===== src/rtl/sdc_pkg.sv =====
package sdc_pkg;
  typedef enum logic [2:0] {
    CMD_NOP, CMD_ACT, CMD_RD, CMD_WR, CMD_PRE, CMD_REF, CMD_MODE, CMD_BST
  } cmd_e;

  typedef enum logic [2:0] {
    BK_IDLE    = 3'd0,
    BK_OPENING = 3'd1,
    BK_OPEN    = 3'd2,
    BK_RD      = 3'd3,
    BK_WR      = 3'd4,
    BK_CLOSING = 3'd5
  } bank_e;
endpackage


===== src/rtl/sdc_decode.sv =====
module sdc_decode
  import sdc_pkg::*;
(
  input  logic sel_n,
  input  logic row_strobe_n,
  input  logic col_strobe_n,
  input  logic wr_en_n,
  output cmd_e cmd
);
  // deselect reads as no-op; strobes decode only with select low
  always_comb begin
    if (sel_n) cmd = CMD_NOP;
    else begin
      unique case ({row_strobe_n, col_strobe_n, wr_en_n})
        3'b111:  cmd = CMD_NOP;
        3'b011:  cmd = CMD_ACT;
        3'b101:  cmd = CMD_RD;
        3'b100:  cmd = CMD_WR;
        3'b010:  cmd = CMD_PRE;
        3'b001:  cmd = CMD_REF;
        3'b000:  cmd = CMD_MODE;
        default: cmd = CMD_BST;
      endcase
    end
  end
endmodule


===== src/rtl/sdc_global.sv =====
module sdc_global
  import sdc_pkg::*;
#(
  parameter int T_MRD = 2,
  parameter int T_RFC = 5,
  parameter int CNT_W = 4
) (
  input  logic clk,
  input  logic rst_n,
  input  logic clk_en,
  input  cmd_e cmd,
  input  logic all_idle,
  output logic run,
  output cmd_e bank_cmd,
  output logic mode_wait,
  output logic self_ref,
  output logic ref_busy,
  output logic err_cmd,
  output logic err_tim
);
  localparam logic [CNT_W-1:0] LD_MRD = CNT_W'(T_MRD - 1);
  localparam logic [CNT_W-1:0] LD_RFC = CNT_W'(T_RFC - 1);

  logic             sr_q, sr_n;
  logic [CNT_W-1:0] mrd_q, mrd_n, rfc_q, rfc_n;

  assign run       = clk_en && !sr_q;
  assign self_ref  = sr_q;
  assign ref_busy  = (rfc_q != '0);
  assign mode_wait = (mrd_q != '0);

  always_comb begin
    sr_n = sr_q; mrd_n = mrd_q; rfc_n = rfc_q;
    bank_cmd = CMD_NOP; err_cmd = 1'b0; err_tim = 1'b0;
    if (sr_q) begin
      if (clk_en) sr_n = 1'b0;                 // exit
    end else if (!clk_en) begin
      if (cmd == CMD_REF) begin                // entry, R11 freeze otherwise
        if (!all_idle)     err_cmd = 1'b1;
        else if (ref_busy) err_tim = 1'b1;
        else               sr_n = 1'b1;
      end
    end else begin
      if (mrd_q != '0) mrd_n = mrd_q - 1'b1;
      if (rfc_q != '0) rfc_n = rfc_q - 1'b1;
      if (ref_busy && cmd != CMD_NOP && cmd != CMD_BST) err_tim = 1'b1;
      else begin
        unique case (cmd)
          CMD_REF:  if (all_idle) rfc_n = LD_RFC; else err_cmd = 1'b1;
          CMD_MODE: if (all_idle) mrd_n = LD_MRD; else err_cmd = 1'b1;
          default:  bank_cmd = cmd;
        endcase
      end
    end
  end

  always_ff @(posedge clk or negedge rst_n) begin
    if (!rst_n) begin
      sr_q <= 1'b0; mrd_q <= '0; rfc_q <= '0;
    end else begin
      sr_q <= sr_n; mrd_q <= mrd_n; rfc_q <= rfc_n;
    end
  end
endmodule


===== src/rtl/sdc_bank.sv =====
module sdc_bank
  import sdc_pkg::*;
#(
  parameter int T_RCD = 3,
  parameter int T_RP  = 3,
  parameter int T_RAS = 6,
  parameter int BURST = 4,
  parameter int CNT_W = 4
) (
  input  logic  clk,
  input  logic  rst_n,
  input  logic  run,
  input  cmd_e  cmd,
  input  logic  hit,
  input  logic  ap,
  input  logic  mode_wait,
  output bank_e state,
  output logic  err_cmd,
  output logic  err_tim,
  output logic  rd_go,
  output logic  wr_go
);
  localparam logic [CNT_W-1:0] ONE    = CNT_W'(1);
  localparam logic [CNT_W-1:0] LD_RCD = CNT_W'(T_RCD - 1);
  localparam logic [CNT_W-1:0] LD_RP  = CNT_W'(T_RP - 1);
  localparam logic [CNT_W-1:0] LD_RAS = CNT_W'(T_RAS - 1);
  localparam logic [CNT_W-1:0] LD_BL  = CNT_W'(BURST);

  bank_e            st_q, st_n;
  logic [CNT_W-1:0] cnt_q, cnt_n, ras_q, ras_n;
  logic             ap_q, ap_n;
  logic             in_burst, row_up;

  assign state    = st_q;
  assign in_burst = (st_q == BK_RD) || (st_q == BK_WR);
  assign row_up   = in_burst || (st_q == BK_OPEN) || (st_q == BK_OPENING);

  always_comb begin
    st_n = st_q; cnt_n = cnt_q; ras_n = ras_q; ap_n = ap_q;
    err_cmd = 1'b0; err_tim = 1'b0; rd_go = 1'b0; wr_go = 1'b0;
    if (run) begin
      if (cnt_q != '0) cnt_n = cnt_q - 1'b1;
      if (ras_q != '0) ras_n = ras_q - 1'b1;
      if (cnt_q == ONE) begin
        unique case (st_q)
          BK_OPENING: st_n = BK_OPEN;
          BK_RD, BK_WR: begin
            if (ap_q) begin st_n = BK_CLOSING; cnt_n = LD_RP; ap_n = 1'b0; end
            else st_n = BK_OPEN;
          end
          BK_CLOSING: st_n = BK_IDLE;
          default: ;
        endcase
      end
      unique case (cmd)
        CMD_ACT: if (hit) begin
          if (st_q == BK_IDLE && !mode_wait) begin
            st_n = BK_OPENING; cnt_n = LD_RCD; ras_n = LD_RAS;
          end else if (st_q == BK_IDLE || st_q == BK_CLOSING) err_tim = 1'b1;
          else err_cmd = 1'b1;
        end
        CMD_RD, CMD_WR: if (hit) begin
          if (st_q == BK_OPEN || (in_burst && !ap_q)) begin
            st_n  = (cmd == CMD_RD) ? BK_RD : BK_WR;
            cnt_n = LD_BL; ap_n = ap;
            rd_go = (cmd == CMD_RD); wr_go = (cmd == CMD_WR);
          end else if (st_q == BK_OPENING) err_tim = 1'b1;
          else err_cmd = 1'b1;
        end
        CMD_PRE: if ((hit || ap) && row_up) begin
          if (ras_q == '0) begin st_n = BK_CLOSING; cnt_n = LD_RP; ap_n = 1'b0; end
          else err_tim = 1'b1;
        end
        CMD_BST: if (in_burst && !ap_q) begin st_n = BK_OPEN; cnt_n = '0; end
        default: ;
      endcase
    end
  end

  always_ff @(posedge clk or negedge rst_n) begin
    if (!rst_n) begin
      st_q <= BK_IDLE; cnt_q <= '0; ras_q <= '0; ap_q <= 1'b0;
    end else begin
      st_q <= st_n; cnt_q <= cnt_n; ras_q <= ras_n; ap_q <= ap_n;
    end
  end
endmodule


===== src/rtl/sdc_tracker.sv =====
module sdc_tracker
  import sdc_pkg::*;
#(
  parameter int NUM_BANKS = 4,
  parameter int AP_BIT    = 10,
  parameter int T_RCD     = 3,
  parameter int T_RP      = 3,
  parameter int T_RAS     = 6,
  parameter int T_MRD     = 2,
  parameter int T_RFC     = 5,
  parameter int BURST     = 4,
  localparam int BA_W     = $clog2(NUM_BANKS)
) (
  input  logic                   clk,
  input  logic                   rst_n,
  input  logic                   clk_en,
  input  logic                   sel_n,
  input  logic                   row_strobe_n,
  input  logic                   col_strobe_n,
  input  logic                   wr_en_n,
  input  logic [BA_W-1:0]        bank_sel,
  input  logic [AP_BIT:0]        addr,
  output logic [3*NUM_BANKS-1:0] bank_state,
  output logic                   self_refresh,
  output logic                   refresh_busy,
  output logic                   rd_accept,
  output logic                   wr_accept,
  output logic [BA_W-1:0]        acc_bank,
  output logic [AP_BIT-1:0]      acc_col,
  output logic                   acc_autopre,
  output logic                   err_cmd,
  output logic                   err_timing
);
  localparam int M1    = (T_RCD > T_RP) ? T_RCD : T_RP;
  localparam int M2    = (T_RAS > BURST) ? T_RAS : BURST;
  localparam int M3    = (T_MRD > T_RFC) ? T_MRD : T_RFC;
  localparam int M12   = (M1 > M2) ? M1 : M2;
  localparam int MAXT  = (M12 > M3) ? M12 : M3;
  localparam int CNT_W = $clog2(MAXT + 1);

  cmd_e                 cmd, bank_cmd;
  logic                 run, mode_wait, g_err_cmd, g_err_tim;
  logic [NUM_BANKS-1:0] idle, b_err_cmd, b_err_tim, b_rd, b_wr;

  sdc_decode u_dec (
    .sel_n(sel_n), .row_strobe_n(row_strobe_n), .col_strobe_n(col_strobe_n),
    .wr_en_n(wr_en_n), .cmd(cmd)
  );

  sdc_global #(.T_MRD(T_MRD), .T_RFC(T_RFC), .CNT_W(CNT_W)) u_glb (
    .clk(clk), .rst_n(rst_n), .clk_en(clk_en), .cmd(cmd), .all_idle(&idle),
    .run(run), .bank_cmd(bank_cmd), .mode_wait(mode_wait),
    .self_ref(self_refresh), .ref_busy(refresh_busy),
    .err_cmd(g_err_cmd), .err_tim(g_err_tim)
  );

  for (genvar i = 0; i < NUM_BANKS; i++) begin : g_bank
    bank_e st;
    sdc_bank #(.T_RCD(T_RCD), .T_RP(T_RP), .T_RAS(T_RAS), .BURST(BURST), .CNT_W(CNT_W)) u_bank (
      .clk(clk), .rst_n(rst_n), .run(run), .cmd(bank_cmd),
      .hit(bank_sel == BA_W'(i)), .ap(addr[AP_BIT]), .mode_wait(mode_wait),
      .state(st), .err_cmd(b_err_cmd[i]), .err_tim(b_err_tim[i]),
      .rd_go(b_rd[i]), .wr_go(b_wr[i])
    );
    assign idle[i]            = (st == BK_IDLE);
    assign bank_state[3*i+:3] = st;
  end

  always_ff @(posedge clk or negedge rst_n) begin
    if (!rst_n) begin
      rd_accept <= 1'b0; wr_accept <= 1'b0; acc_bank <= '0; acc_col <= '0;
      acc_autopre <= 1'b0; err_cmd <= 1'b0; err_timing <= 1'b0;
    end else begin
      rd_accept  <= |b_rd;
      wr_accept  <= |b_wr;
      err_cmd    <= err_cmd | g_err_cmd | (|b_err_cmd);       // sticky
      err_timing <= err_timing | g_err_tim | (|b_err_tim);
      if (|{b_rd, b_wr}) begin
        acc_bank    <= bank_sel;
        acc_col     <= addr[AP_BIT-1:0];
        acc_autopre <= addr[AP_BIT];
      end
    end
  end
endmodule


===== config.mk =====
export PLATFORM = sky130hd
export DESIGN_NAME = sdc_tracker
export DESIGN_NICKNAME = d
export VERILOG_FILES = /design/src/rtl/sdc_pkg.sv /design/src/rtl/sdc_decode.sv /design/src/rtl/sdc_global.sv /design/src/rtl/sdc_bank.sv /design/src/rtl/sdc_tracker.sv
export SDC_FILE = /design/constraint.sdc
export NUM_CORES = 1
export LEC_CHECK = 0
export CAP_MARGIN = 30
export CORE_MARGIN = 8
export CORE_UTILIZATION = 59
export DETAILED_ROUTE_END_ITERATION = 10
export PLACE_DENSITY_LB_ADDON = 0.12
export SYNTH_ARGS = -nofsm -noshare
export SYNTH_HDL_FRONTEND = slang
export SYNTH_HIERARCHICAL = 1
export SYNTH_SLANG_ARGS = --single-unit

===== constraint.sdc =====
create_clock -name clk -period 4.4 [get_ports clk]
set_input_delay 0.44 -clock clk [delete_from_list [all_inputs] [get_ports clk]]
set_output_delay 0.44 -clock clk [all_outputs]
set_load 0.05 [all_outputs]

# Word-level counts from Yosys, hierarchy flattened
# Index checks and enable logic that the tools add are counted.
dict set report totals {
  reg_bits 64
  input_bits 20
  out_inout_bits 31
  wordCells 434
}
dict set report op_classes {
  mux 273
  reduce_logical 79
  n_addsub 10
  bitwise 5
  n_eq_ne 41
}
# operator count
set op_table {}
lappend op_table {{3-bit 2-to-1 mux} 110}
lappend op_table {{1-bit 2-to-1 mux} 138}
lappend op_table {{3-bit one-hot mux with 4 select lines} 8}
lappend op_table {{3-bit equality test, second input constant} 15}
lappend op_table {{3-bit by 2-bit equality test with 1-bit output, second input constant} 12}
lappend op_table {{3-bit one-hot mux with 3 select lines} 4}
lappend op_table {{3-bit nonzero test} 11}
lappend op_table {{3-bit by 1-bit equality test with 1-bit output, second input constant} 10}
lappend op_table {{3-bit by 1-bit subtractor with 3-bit output, second input constant} 10}
lappend op_table {{3-bit zero test} 9}
lappend op_table {{1-bit logical OR} 24}
lappend op_table {{3-bit one-hot mux with 7 select lines} 1}
lappend op_table {{1-bit one-hot mux with 2 select lines} 8}
lappend op_table {{4-bit OR reduction} 4}
lappend op_table {{1-bit logical AND} 15}
lappend op_table {{1-bit one-hot mux with 3 select lines} 4}
lappend op_table {{2-bit OR reduction} 6}
lappend op_table {{8-bit OR reduction} 1}
lappend op_table {{1-bit zero test} 6}
lappend op_table {{2-bit equality test, second input constant} 2}
lappend op_table {{1-bit bitwise OR} 4}
lappend op_table {{4-bit AND reduction} 1}
lappend op_table {{3-bit != test, second input constant} 1}
lappend op_table {{2-bit by 1-bit equality test with 1-bit output, second input constant} 1}
lappend op_table {{other kinds (3)} 3}

# Depth between registers and ports, before layout
# Gate-level depths: netlist of run 1.
dict set report logic_depth {
  word_depth 15
  ltp_mapped 16
  mapped_depth_nobuf 13
}

# By module
# Netlist of run 1, hierarchy kept.
# module instances seq_area_each_um2 cells_each area_each_um2
set by_module_without_submodules {}
lappend by_module_without_submodules {{sdc_bank (g_bank[1].u_bank ...)} 3 250.2 141 1082.3}
lappend by_module_without_submodules {{sdc_bank (g_bank[0].u_bank)} 1 250.2 136 1006.0}
lappend by_module_without_submodules {sdc_tracker 1 425.4 49 744.5}
lappend by_module_without_submodules {sdc_global 1 175.2 65 569.3}
lappend by_module_without_submodules {sdc_decode 1 0.0 7 50.0}

# Least setup slack after synthesis of run 1
# OpenSTA, ideal clock, no wires.
dict set report synth_path {
  path_kind {input-to-reg}
  startpoint {in row_strobe_n}
  endpoint {reg acc_bank[0]}
  required_time_ns 4.275
  cell_stages 13
  path_slack_ns 0.588
  arrival_time_ns 3.687
  path_buffers 2
  setup_ns 0.125
  path_cell_list {nor2b_1 -> a211oi_1 -> inv_1 -> nor3_1 -> nor2b_1 -> nand2_1 -> nor2_1 -> and3_1 -> or4_4 -> or2_1 -> buf_6 -> buf_12 -> mux2_4}
}
dict set report synth_between {
  elab_chain_len 15
  word_cells_on_any_way 56
  classes_between {eq/ne (11); mux (38); reduce/logical (7)}
}
# item line
set synth_lines {}
lappend synth_lines {{start: declaration} sdc_tracker.sv:18} ;# input logic row_strobe_n,
lappend synth_lines {{3-bit by 1-bit equality test with 1-bit output, or another cell as far along} sdc_decode.sv:14} ;# unique case ({row_strobe_n, col_strobe_n, wr_en_n})
lappend synth_lines {{3-bit one-hot mux with 7 select lines (*)} sdc_decode.sv:14}
lappend synth_lines {{3-bit 2-to-1 mux (*)} sdc_decode.sv:12} ;# if (sel_n) cmd = CMD_NOP;
lappend synth_lines {{net cmd[2]} sdc_tracker.sv:41} ;# cmd_e cmd, bank_cmd;
lappend synth_lines {{3-bit equality test / 3-bit nonzero test (equally long branches)} {sdc_global.sv:48, sdc_global.sv:46}}
lappend synth_lines {{2-bit OR reduction (no source line) / 1-bit logical AND (equally long branches)} n/a}
lappend synth_lines {{3-bit 2-to-1 mux / 1-bit logical AND (equally long branches)} {sdc_global.sv:48, sdc_global.sv:46}}
lappend synth_lines {{3-bit 2-to-1 mux (*)} sdc_global.sv:46} ;# if (ref_busy && cmd != CMD_NOP && cmd != CMD_BST) err_tim = 1'b1;
lappend synth_lines {{(+2 left out)} n/a}
lappend synth_lines {{net bank_cmd[2]} sdc_tracker.sv:41}
lappend synth_lines {{3-bit by 2-bit equality test with 1-bit output} {sdc_bank.sv:55, sdc_bank.sv:66}}
lappend synth_lines {{1-bit 2-to-1 mux} sdc_bank.sv:63} ;# if (st_q == BK_OPEN || (in_burst && !ap_q)) begin
lappend synth_lines {{1-bit 2-to-1 mux} sdc_bank.sv:62} ;# CMD_RD, CMD_WR: if (hit) begin
lappend synth_lines {{1-bit 2-to-1 mux (*)} sdc_bank.sv:55} ;# unique case (cmd)
lappend synth_lines {{1-bit 2-to-1 mux (*)} sdc_bank.sv:41} ;# if (run) begin
lappend synth_lines {{net b_wr[1]} sdc_tracker.sv:43} ;# logic [NUM_BANKS-1:0] idle, b_err_cmd, b_err_tim, b_rd, b_wr;
lappend synth_lines {{8-bit OR reduction (*)} sdc_tracker.sv:78} ;# if (|{b_rd, b_wr}) begin
lappend synth_lines {{end signal: assignment} sdc_tracker.sv:79} ;# acc_bank <= bank_sel;
lappend synth_lines {{end: declaration} sdc_tracker.sv:28} ;# output logic [BA_W-1:0] acc_bank,
# The timed path passes the listed nets; every way through them passes the cells marked *.
# A chain may end at the register's enable or synchronous reset.

# Worst setup path after layout of run 1
dict set report layout_path {
  startpoint {in row_strobe_n}
  endpoint {reg acc_col[8]}
}
dict set report layout_between {
  elab_chain_len 15
  word_cells_on_any_way 56
  classes_between {eq/ne (11); mux (38); reduce/logical (7)}
}
# item line
set layout_lines {}
lappend layout_lines {{3-bit by 1-bit equality test with 1-bit output, or another cell as far along} sdc_decode.sv:14}
lappend layout_lines {{3-bit one-hot mux with 7 select lines (*)} sdc_decode.sv:14}
lappend layout_lines {{3-bit 2-to-1 mux (*)} sdc_decode.sv:12}
lappend layout_lines {{net cmd[2]} sdc_tracker.sv:41}
lappend layout_lines {{3-bit equality test / 3-bit nonzero test (equally long branches)} {sdc_global.sv:48, sdc_global.sv:46}}
lappend layout_lines {{2-bit OR reduction (no source line) / 1-bit logical AND (equally long branches)} n/a}
lappend layout_lines {{3-bit 2-to-1 mux / 1-bit logical AND (equally long branches)} {sdc_global.sv:48, sdc_global.sv:46}}
lappend layout_lines {{3-bit 2-to-1 mux (*)} sdc_global.sv:46}
lappend layout_lines {{(+2 left out)} n/a}
lappend layout_lines {{net bank_cmd[2]} sdc_tracker.sv:41}
lappend layout_lines {{3-bit by 2-bit equality test with 1-bit output} {sdc_bank.sv:55, sdc_bank.sv:66}}
lappend layout_lines {{1-bit 2-to-1 mux} sdc_bank.sv:63}
lappend layout_lines {{1-bit 2-to-1 mux} sdc_bank.sv:62}
lappend layout_lines {{1-bit 2-to-1 mux (*)} sdc_bank.sv:55}
lappend layout_lines {{1-bit 2-to-1 mux (*)} sdc_bank.sv:41}
lappend layout_lines {{net b_wr[1]} sdc_tracker.sv:43}
lappend layout_lines {{8-bit OR reduction (*)} sdc_tracker.sv:78}
lappend layout_lines {{end signal: assignment} sdc_tracker.sv:80} ;# acc_col <= addr[AP_BIT-1:0];
lappend layout_lines {{end: declaration} sdc_tracker.sv:29} ;# output logic [AP_BIT-1:0] acc_col,
# Marks and branches as above.

==> qor.csv, run 1 <==
stage;metric;value;unit
flow_run;# Max-Cap Violations;0;
layout;Register Area;1600;um2
clock_tree;Reg clk slew, reported paths;0.08;ns
timing;Max Fclk;0.251;GHz
synthesis;post-synthesis compound-gate area fraction;24.3;%
route;Total Wirelength;15500;um
route;routed length per instance;18.0;um
synthesis;synth warn;6;
synthesis;Yosys cell types;74;
clock_tree;CTS tree;yes;
synthesis;Synth Area in Adders;5.35;%
synthesis;FF+latch count, synth;64;
timing;setup violators final;0;
timing;final hold vios;0;
setup_path;critical setup path kind;input port to register;
clock_tree;H-Tree Depth;3;
placement;GPL Wtd Cong;0.964;
synthesis;top_reg_cell synth;dfrtp_1;
route;antenna viol nets, final;0;
timing;unrepaired setup endpoints after global routing;no;
timing;Final Cycle Share;90.7;%
layout;multi-input logic area;3680;um2
layout;commonest non-fill, non-tap cell in the layout;dfrtp_1;
route;drt initial violations;543;
floorplan;Std-Cell Rows;35;
outcome;status;finished, final reports clean;
synthesis;number of flops mapped to enable cells by yosys;0;
route;Vias/cell;6.54;
clock_tree;Post CTS Setup Buffer Count;0;
global_routing;vias in the first global route;5122;
power_and_ir_drop;power per cell area;562;nW/um2
synthesis;mux contribution to synthesized area;4.34;%
synthesis;fraction of registers with async set/reset;100;%
layout;n_diodes;0;
layout;most frequent cells in the layout;dfrtp_1 (64), nand2_1 (60), clkdlybuf4s50_1 (49);
global_routing;initial antenna violation count;0;
route;DRC;0;
floorplan;full die area;12900;um2
hold_path;HP Class;input port to async pin;
synthesis;net count after synthesis;724;
clock_tree;Root Driver;clkbuf_8;
clock_tree;CTS buffer count;9;
global_routing;largest net degree at the start of global routing;42;
layout;Fill cells;713;
timing;Hold Slack;0.428;ns
layout;Layout area overhead;15.5;%
floorplan;total core area;9240;um2
timing;max_slew headroom;45.4;%
global_routing;first-pass GRT wire length;25400;um
synthesis;register area share after synthesis;28.5;%
power_and_ir_drop;Leak;0.00267;uW
setup_path;critical path fanouts, max;13;
synthesis;synthesized cell area;5620;um2
layout;Final nets;768;
clock_tree;clock tree buffer depth;2;
layout;share of cells above drive strength 1;10.2;%
setup_path;type of origin of the critical path;input port;
route;drt first pass iters;5;
floorplan;Initial Util;60.8;%
power_and_ir_drop;Peak VDD IR;356;uV
layout;Final Util;70.2;%
floorplan;die width;114;um
setup_path;crit path capture type;register;
floorplan;die span in y;114;um
timing;final-report max-slew violation count;0;
setup_path;Worst EP arrival;4.22;ns
timing;fin crit period;3.99;ns
clock_tree;Worst-Skew Late Latency;0.35;ns
clock_tree;clock sink count;64;
timing;Least-Margin Pin Slew;0.818;ns
placement;Buffers on Ports;50;
global_routing;gr ovfl total;0;
synthesis;xor/xnor cell area share of the yosys netlist;1.25;%
synthesis;largest family of logic cells by synthesized area;simple AND/OR/NAND/NOR gates;
route;via count;5612;
setup_path;Req. time, crit path;4.63;ns
placement;Post-DP HPWL;11000;um
synthesis;Mapped Cells;680;
floorplan;# IOs;51;
timing;final setup skew;0.0143;ns
synthesis;Avg Cell Area, Syn;8.26;um2
global_routing;Total GRT Usage;23.8;%
synthesis;Post-Synth Simple-Gate Area;30.1;%
[through the flow]
step / total power [uW] / worst slack [ns] / TNS (ns) / instance area (um2) / std cells
6_report: 3640 / 0.408 / 0 / 6480 / 858
5_1_grt: 3910 / 0.174 / 0 / 6480 / 858
4_1_cts: 3630 / 0.209 / 0 / 6450 / 856
3_5_place_dp: 3020 / -0.161 / -1.92 / 6230 / 840
3_3_place_gp: 2940 / 0.0366 / 0 / 6230 / 840
2_1_floorplan: 2500 / 0.588 / 0 / 5620 / 680
[flip-flops by register name, indices dropped and copies added (netlist names)]
signal               flops
wr_accept                1
u_glb/self_ref           1
err_cmd                  1
rd_accept                1
err_timing               1
acc_bank                 2
g_bank.u_bank/state     12
acc_autopre              1
acc_col                 10
g_bank.u_bank/cnt_q     12
g_bank.u_bank/ap_q       4
g_bank.u_bank/ras_q     12
u_glb/mrd_q              3
u_glb/rfc_q              3
[report_power, final]
group	internal [uW]	total, uW	switching, uW
Combinational	792	1920	1130
Sequential	808	1120	315
Clock	325	597	272
[what timing repair did]
action / CTS / global route
setup endpoints to repair: 0 / 13
gates resized for setup: 0 / 1
hold endpoints to repair: 0 / 1
hold buffers: 0 / 1
[cell families (layout without fill, tap and decap cells)]
family / after synthesis / after routing
AO/OA/AOI/OAI: 190 / 190
XOR/XNOR: 8 / 8
adder cells (fa/ha/maj): 24 / 24
buffers and inverters: 80 / 129
flip-flops: 64 / 64
multiplexers: 19 / 19
AND/OR/NAND/NOR: 295 / 295
[worst paths after layout]
check	start	end	slack, ns	cells after the start
worst max register to register	u_glb/rfc_q[0]$_DFFE_PN0P_	acc_col[9]$_DFFE_PN0P_	0.79	13
worst min-delay path	rst_n	u_glb/rfc_q[0]$_DFFE_PN0P_	0.43	2
min in group clk	err_timing$_DFF_PN0_	err_timing$_DFF_PN0_	0.49	2
max in group asynchronous	rst_n	g_bank[3].u_bank/ras_q[1]$_DFFE_PN0P_	3.16	4
worst min register to register	err_timing$_DFF_PN0_	err_timing$_DFF_PN0_	0.49	2
worst max-delay path	row_strobe_n	acc_col[8]$_DFFE_PN0P_	0.41	13
[critical path: stages]
cell             delay (ns)
clkdlybuf4s50_1        0.45
nor2b_1                0.15
a211oi_1               0.49
inv_1                  0.24
nor3_2                 0.55
nor2b_1                0.15
nand2_1                0.16
nor2_1                 0.07
and3_1                 0.19
or4_4                  0.53
or2_1                  0.26
buf_4                  0.21
mux2_4                 0.32
[cell type report]
class,count,share of cell area [%]
repair buffers,68,9.96
well taps,129,2.49
flip-flops and latches,64,24.7
multi-input cells,536,56.8
clock inverters,7,1.54
inverters,45,2.60
clock buffers,9,1.91
[synthesized netlist by cell type (5+ instances only)]
library cell / count / share of area, %
dfrtp_1: 64 / 29
ha_1: 24 / 5.3
nor4_1: 9 / 1.0
and2_1: 9 / 1.0
nand2b_1: 19 / 2.1
o21ai_0: 35 / 3.1
nor3_1: 24 / 2.1
nand2_1: 60 / 4.0
a21oi_1: 44 / 3.9
nand3b_1: 10 / 1.3
nand3_1: 21 / 1.9
a22oi_1: 5 / 0.67
xnor2_1: 5 / 0.78
or2_1: 8 / 0.89
a211oi_1: 10 / 1.3
clkbuf_1: 22 / 1.5
inv_1: 44 / 2.9
o32ai_1: 6 / 0.94
a32o_1: 7 / 1.2
and3_1: 10 / 1.1
o211a_1: 6 / 1.1
o22ai_1: 8 / 0.89
nor2_1: 46 / 3.1
o31ai_1: 5 / 0.67
mux2_4: 10 / 2.7
nor4b_2: 6 / 1.6
or3_1: 10 / 1.1
nor2b_1: 25 / 2.8
mux2i_1: 6 / 1.1
buf_2: 9 / 0.80
nor4b_1: 7 / 1.1
a41oi_1: 5 / 0.78
or3b_1: 7 / 1.1
[metal layers]
| layer | up-vias | part of all wire, % | GRT usage, % |
|---|---|---|---|
| li1 | 2614 | - | - |
| met1 | 2669 | 44 | 32.5 |
| met2 | 298 | 46 | 36.7 |
| met3 | 31 | 8.3 | 4.12 |
| met4 | 0 | 1.7 | 8.53 |
| met5 | - | 0 | 0 |
No activity file was read; power rests on OpenSTA's default activity.
==> run 2, diff against run 1 <==
--- a/config.mk
+++ b/config.mk
@@ -5,7 +5,7 @@
 export SDC_FILE = /design/constraint.sdc
 export NUM_CORES = 1
 export LEC_CHECK = 0
-export CAP_MARGIN = 30
+export CAP_MARGIN = 5
 export CORE_MARGIN = 8
 export CORE_UTILIZATION = 59
 export DETAILED_ROUTE_END_ITERATION = 10
==> run 2 against run 1 <==
  * Utilization fell by 0.32 points
  * Fmax fell by 0.20%
  * Critical path type unchanged
  * Clock power barely moved
  * Design area fell by 0.46%
  * Sequential power barely moved
  * Largest cell class unchanged
==> qor.csv, run 2 (synthesized netlist as in run 1, its figures left out) <==
stage;metric;value;unit;change
route;via count;5587;;was 5612
timing;final-report max-slew violation count;0;;unchanged
route;Vias/cell;6.53;;was 6.54
setup_path;crit path capture type;register;;unchanged
power_and_ir_drop;Clock Power Share;16.3;%;was 16.4%
timing;unrepaired setup endpoints after global routing;no;;unchanged
clock_tree;Root Driver;clkbuf_8;;unchanged
clock_tree;Reg clk slew, reported paths;0.08;ns;about the same
layout;commonest non-fill, non-tap cell in the layout;dfrtp_1;;unchanged
hold_path;HP Class;input port to async pin;;unchanged
floorplan;die width;114;um;unchanged
layout;Non-Filler Instances;856;;was 858
route;Total Wirelength;15400;um;was 15500 um
setup_path;Worst EP arrival;4.23;ns;was 4.22 ns
timing;Max Fclk;0.250;GHz;was 0.251 GHz
floorplan;Std-Cell Rows;35;;unchanged
timing;final setup skew;0.0161;ns;was 0.0143 ns
setup_path;Req. time, crit path;4.63;ns;about the same
layout;most frequent cells in the layout;dfrtp_1 (64), nand2_1 (60), clkdlybuf4s50_1 (49);;unchanged
outcome;status;finished, final reports clean;;unchanged
route;routed length per instance;17.9;um;was 18.0 um
route;drt first pass iters;6;;was 5
clock_tree;CTS buffer count;9;;unchanged
layout;multi-input logic area;3680;um2;unchanged
timing;Least-Margin Pin Slew;0.936;ns;was 0.818 ns
floorplan;die span in y;114;um;unchanged
layout;Layout area overhead;14.9;%;was 15.5%
layout;n_diodes;0;;unchanged
setup_path;type of origin of the critical path;input port;;unchanged
layout;share of cells above drive strength 1;10.0;%;was 10.2%
global_routing;gr ovfl total;0;;unchanged
power_and_ir_drop;Psw;1710;uW;was 1720 uW
placement;Buffers on Ports;50;;unchanged
clock_tree;clock sink count;64;;unchanged
global_routing;largest net degree at the start of global routing;42;;unchanged
timing;Final Cycle Share;90.9;%;was 90.7%
power_and_ir_drop;Peak VDD IR;354;uV;was 356 uV
global_routing;initial antenna violation count;0;;unchanged
floorplan;# IOs;51;;unchanged
global_routing;first-pass GRT wire length;25400;um;unchanged
floorplan;total core area;9240;um2;unchanged
placement;Post-DP HPWL;11000;um;unchanged
layout;Final nets;766;;was 768
layout;Register Area;1600;um2;unchanged
timing;fin crit period;4.00;ns;was 3.99 ns
route;DRC;0;;unchanged
clock_tree;H-Tree Depth;3;;unchanged
clock_tree;CTS tree;yes;;unchanged
placement;post-placement cell count;840;;unchanged
power_and_ir_drop;Sequential Power Share;30.9;%;was 30.8%
floorplan;full die area;12900;um2;unchanged
layout;Fill cells;716;;was 713
floorplan;Initial Util;60.8;%;unchanged
power_and_ir_drop;Leak;0.00265;uW;was 0.00267 uW
power_and_ir_drop;switching share of power;47.1;%;was 47.2%
power_and_ir_drop;power per cell area;564;nW/um2;was 562 nW/um2
clock_tree;Worst-Skew Late Latency;0.35;ns;about the same
clock_tree;clock tree buffer depth;2;;unchanged
clock_tree;hold-fix buffers at CTS;0;;unchanged
global_routing;Total GRT Usage;23.8;%;unchanged
timing;max_slew headroom;37.6;%;was 45.4%
setup_path;critical path fanouts, max;13;;unchanged
placement;GPL Wtd Cong;0.964;;unchanged
timing;setup violators final;0;;unchanged
setup_path;critical setup path kind;input port to register;;unchanged
route;antenna viol nets, final;0;;unchanged
timing;final hold vios;0;;unchanged
power_and_ir_drop;internal power;1920;uW;was 1930 uW
route;drt initial violations;534;;was 543
global_routing;vias in the first global route;5122;;unchanged
power_and_ir_drop;Comb power frac;52.8;%;about the same
layout;Final Util;69.9;%;was 70.2%
flow_run;# Max-Cap Violations;0;;unchanged
==> run 2: cell count changes in the layout (fill, tap and decap cells not counted) <==
cell,before,now
buf_12,1,0
dlygate4sd3_1,1,0
==> run 2: worst paths after layout <==
path	startpoint	end	slack (ns)	depth (start not counted)
worst min register to register	err_timing$_DFF_PN0_	err_timing$_DFF_PN0_	0.49	2
worst max-delay path	row_strobe_n	acc_col[8]$_DFFE_PN0P_	0.40	13
worst min-delay path	rst_n	u_glb/rfc_q[1]$_DFFE_PN0P_	0.23	1
worst max register to register	u_glb/rfc_q[0]$_DFFE_PN0P_	acc_col[9]$_DFFE_PN0P_	0.79	14
max in group asynchronous	rst_n	g_bank[1].u_bank/state[2]$_DFFE_PN0P_	3.27	2
min in group clk	err_timing$_DFF_PN0_	err_timing$_DFF_PN0_	0.49	2
==> run 2: repair_timing <==
item                       4_1_cts  5_1_grt
setup endpoints to repair        0       13
setup buffers                    0        0
hold endpoints to repair         0        0
gates resized for setup          0        1
==> run 2: layout make-up <==
class / count / share of cell area [%]
multi-input cells: 536 / 57.1
flip-flops and latches: 64 / 24.8
repair buffers: 66 / 9.54
inverters: 45 / 2.62
well taps: 129 / 2.50
clock buffers: 9 / 1.92
clock inverters: 7 / 1.55
==> run 2: through the flow <==
step | area [um2] | setup WS (ns) | power (uW) | setup TNS [ns] | hold WS (ns)
final | 6450 | 0.400 | 3640 | 0 | 0.228
after global routing | 6450 | 0.174 | 3900 | 0 | 0.297
after CTS | 6450 | 0.209 | 3630 | 0 | 0.253
after detailed placement | 6230 | -0.161 | 3020 | -1.92 | 0.473
after global placement | 6230 | 0.0366 | 2940 | 0 | 0.459
after floorplan | 5620 | 0.588 | 2500 | 0 | 0.144
==> run 2: power groups by stage <==
stage | registers (uW) | logic [uW] | clock network, uW
final | 1120 | 1920 | 594
after global routing | 1160 | 2120 | 626
after CTS | 1110 | 1910 | 603
after detailed placement | 1120 | 1900 | 0
after global placement | 1110 | 1840 | 0
after floorplan | 1270 | 1230 | 0
==> run 2: layer usage <==
layer / track usage (%) / up-vias / part of all wire, %
li1: - / 2604 / -
met1: 32.5 / 2649 / 43
met2: 36.7 / 296 / 46
met3: 4.12 / 38 / 8.6
met4: 8.53 / 0 / 1.9
met5: 0 / - / 0
==> run 2: critical path, stage by stage <==
cell	delay, ns
clkdlybuf4s50_1	0.45
nor2b_1	0.15
a211oi_1	0.48
inv_1	0.24
nor3_2	0.57
nor2b_1	0.15
nand2_1	0.16
nor2_1	0.07
and3_1	0.19
or4_4	0.52
or2_1	0.25
buf_4	0.21
mux2_4	0.32
==> run 3, diff against run 2 <==
--- a/config.mk
+++ b/config.mk
@@ -5,9 +5,9 @@
 export SDC_FILE = /design/constraint.sdc
 export NUM_CORES = 1
 export LEC_CHECK = 0
-export CAP_MARGIN = 5
 export CORE_MARGIN = 8
 export CORE_UTILIZATION = 59
+export CTS_CLUSTER_SIZE = 20
 export DETAILED_ROUTE_END_ITERATION = 10
 export PLACE_DENSITY_LB_ADDON = 0.12
 export SYNTH_ARGS = -nofsm -noshare
==> results of run 3 <==
Same layout as run 2: the final DEF is identical, and so are final timing and power.
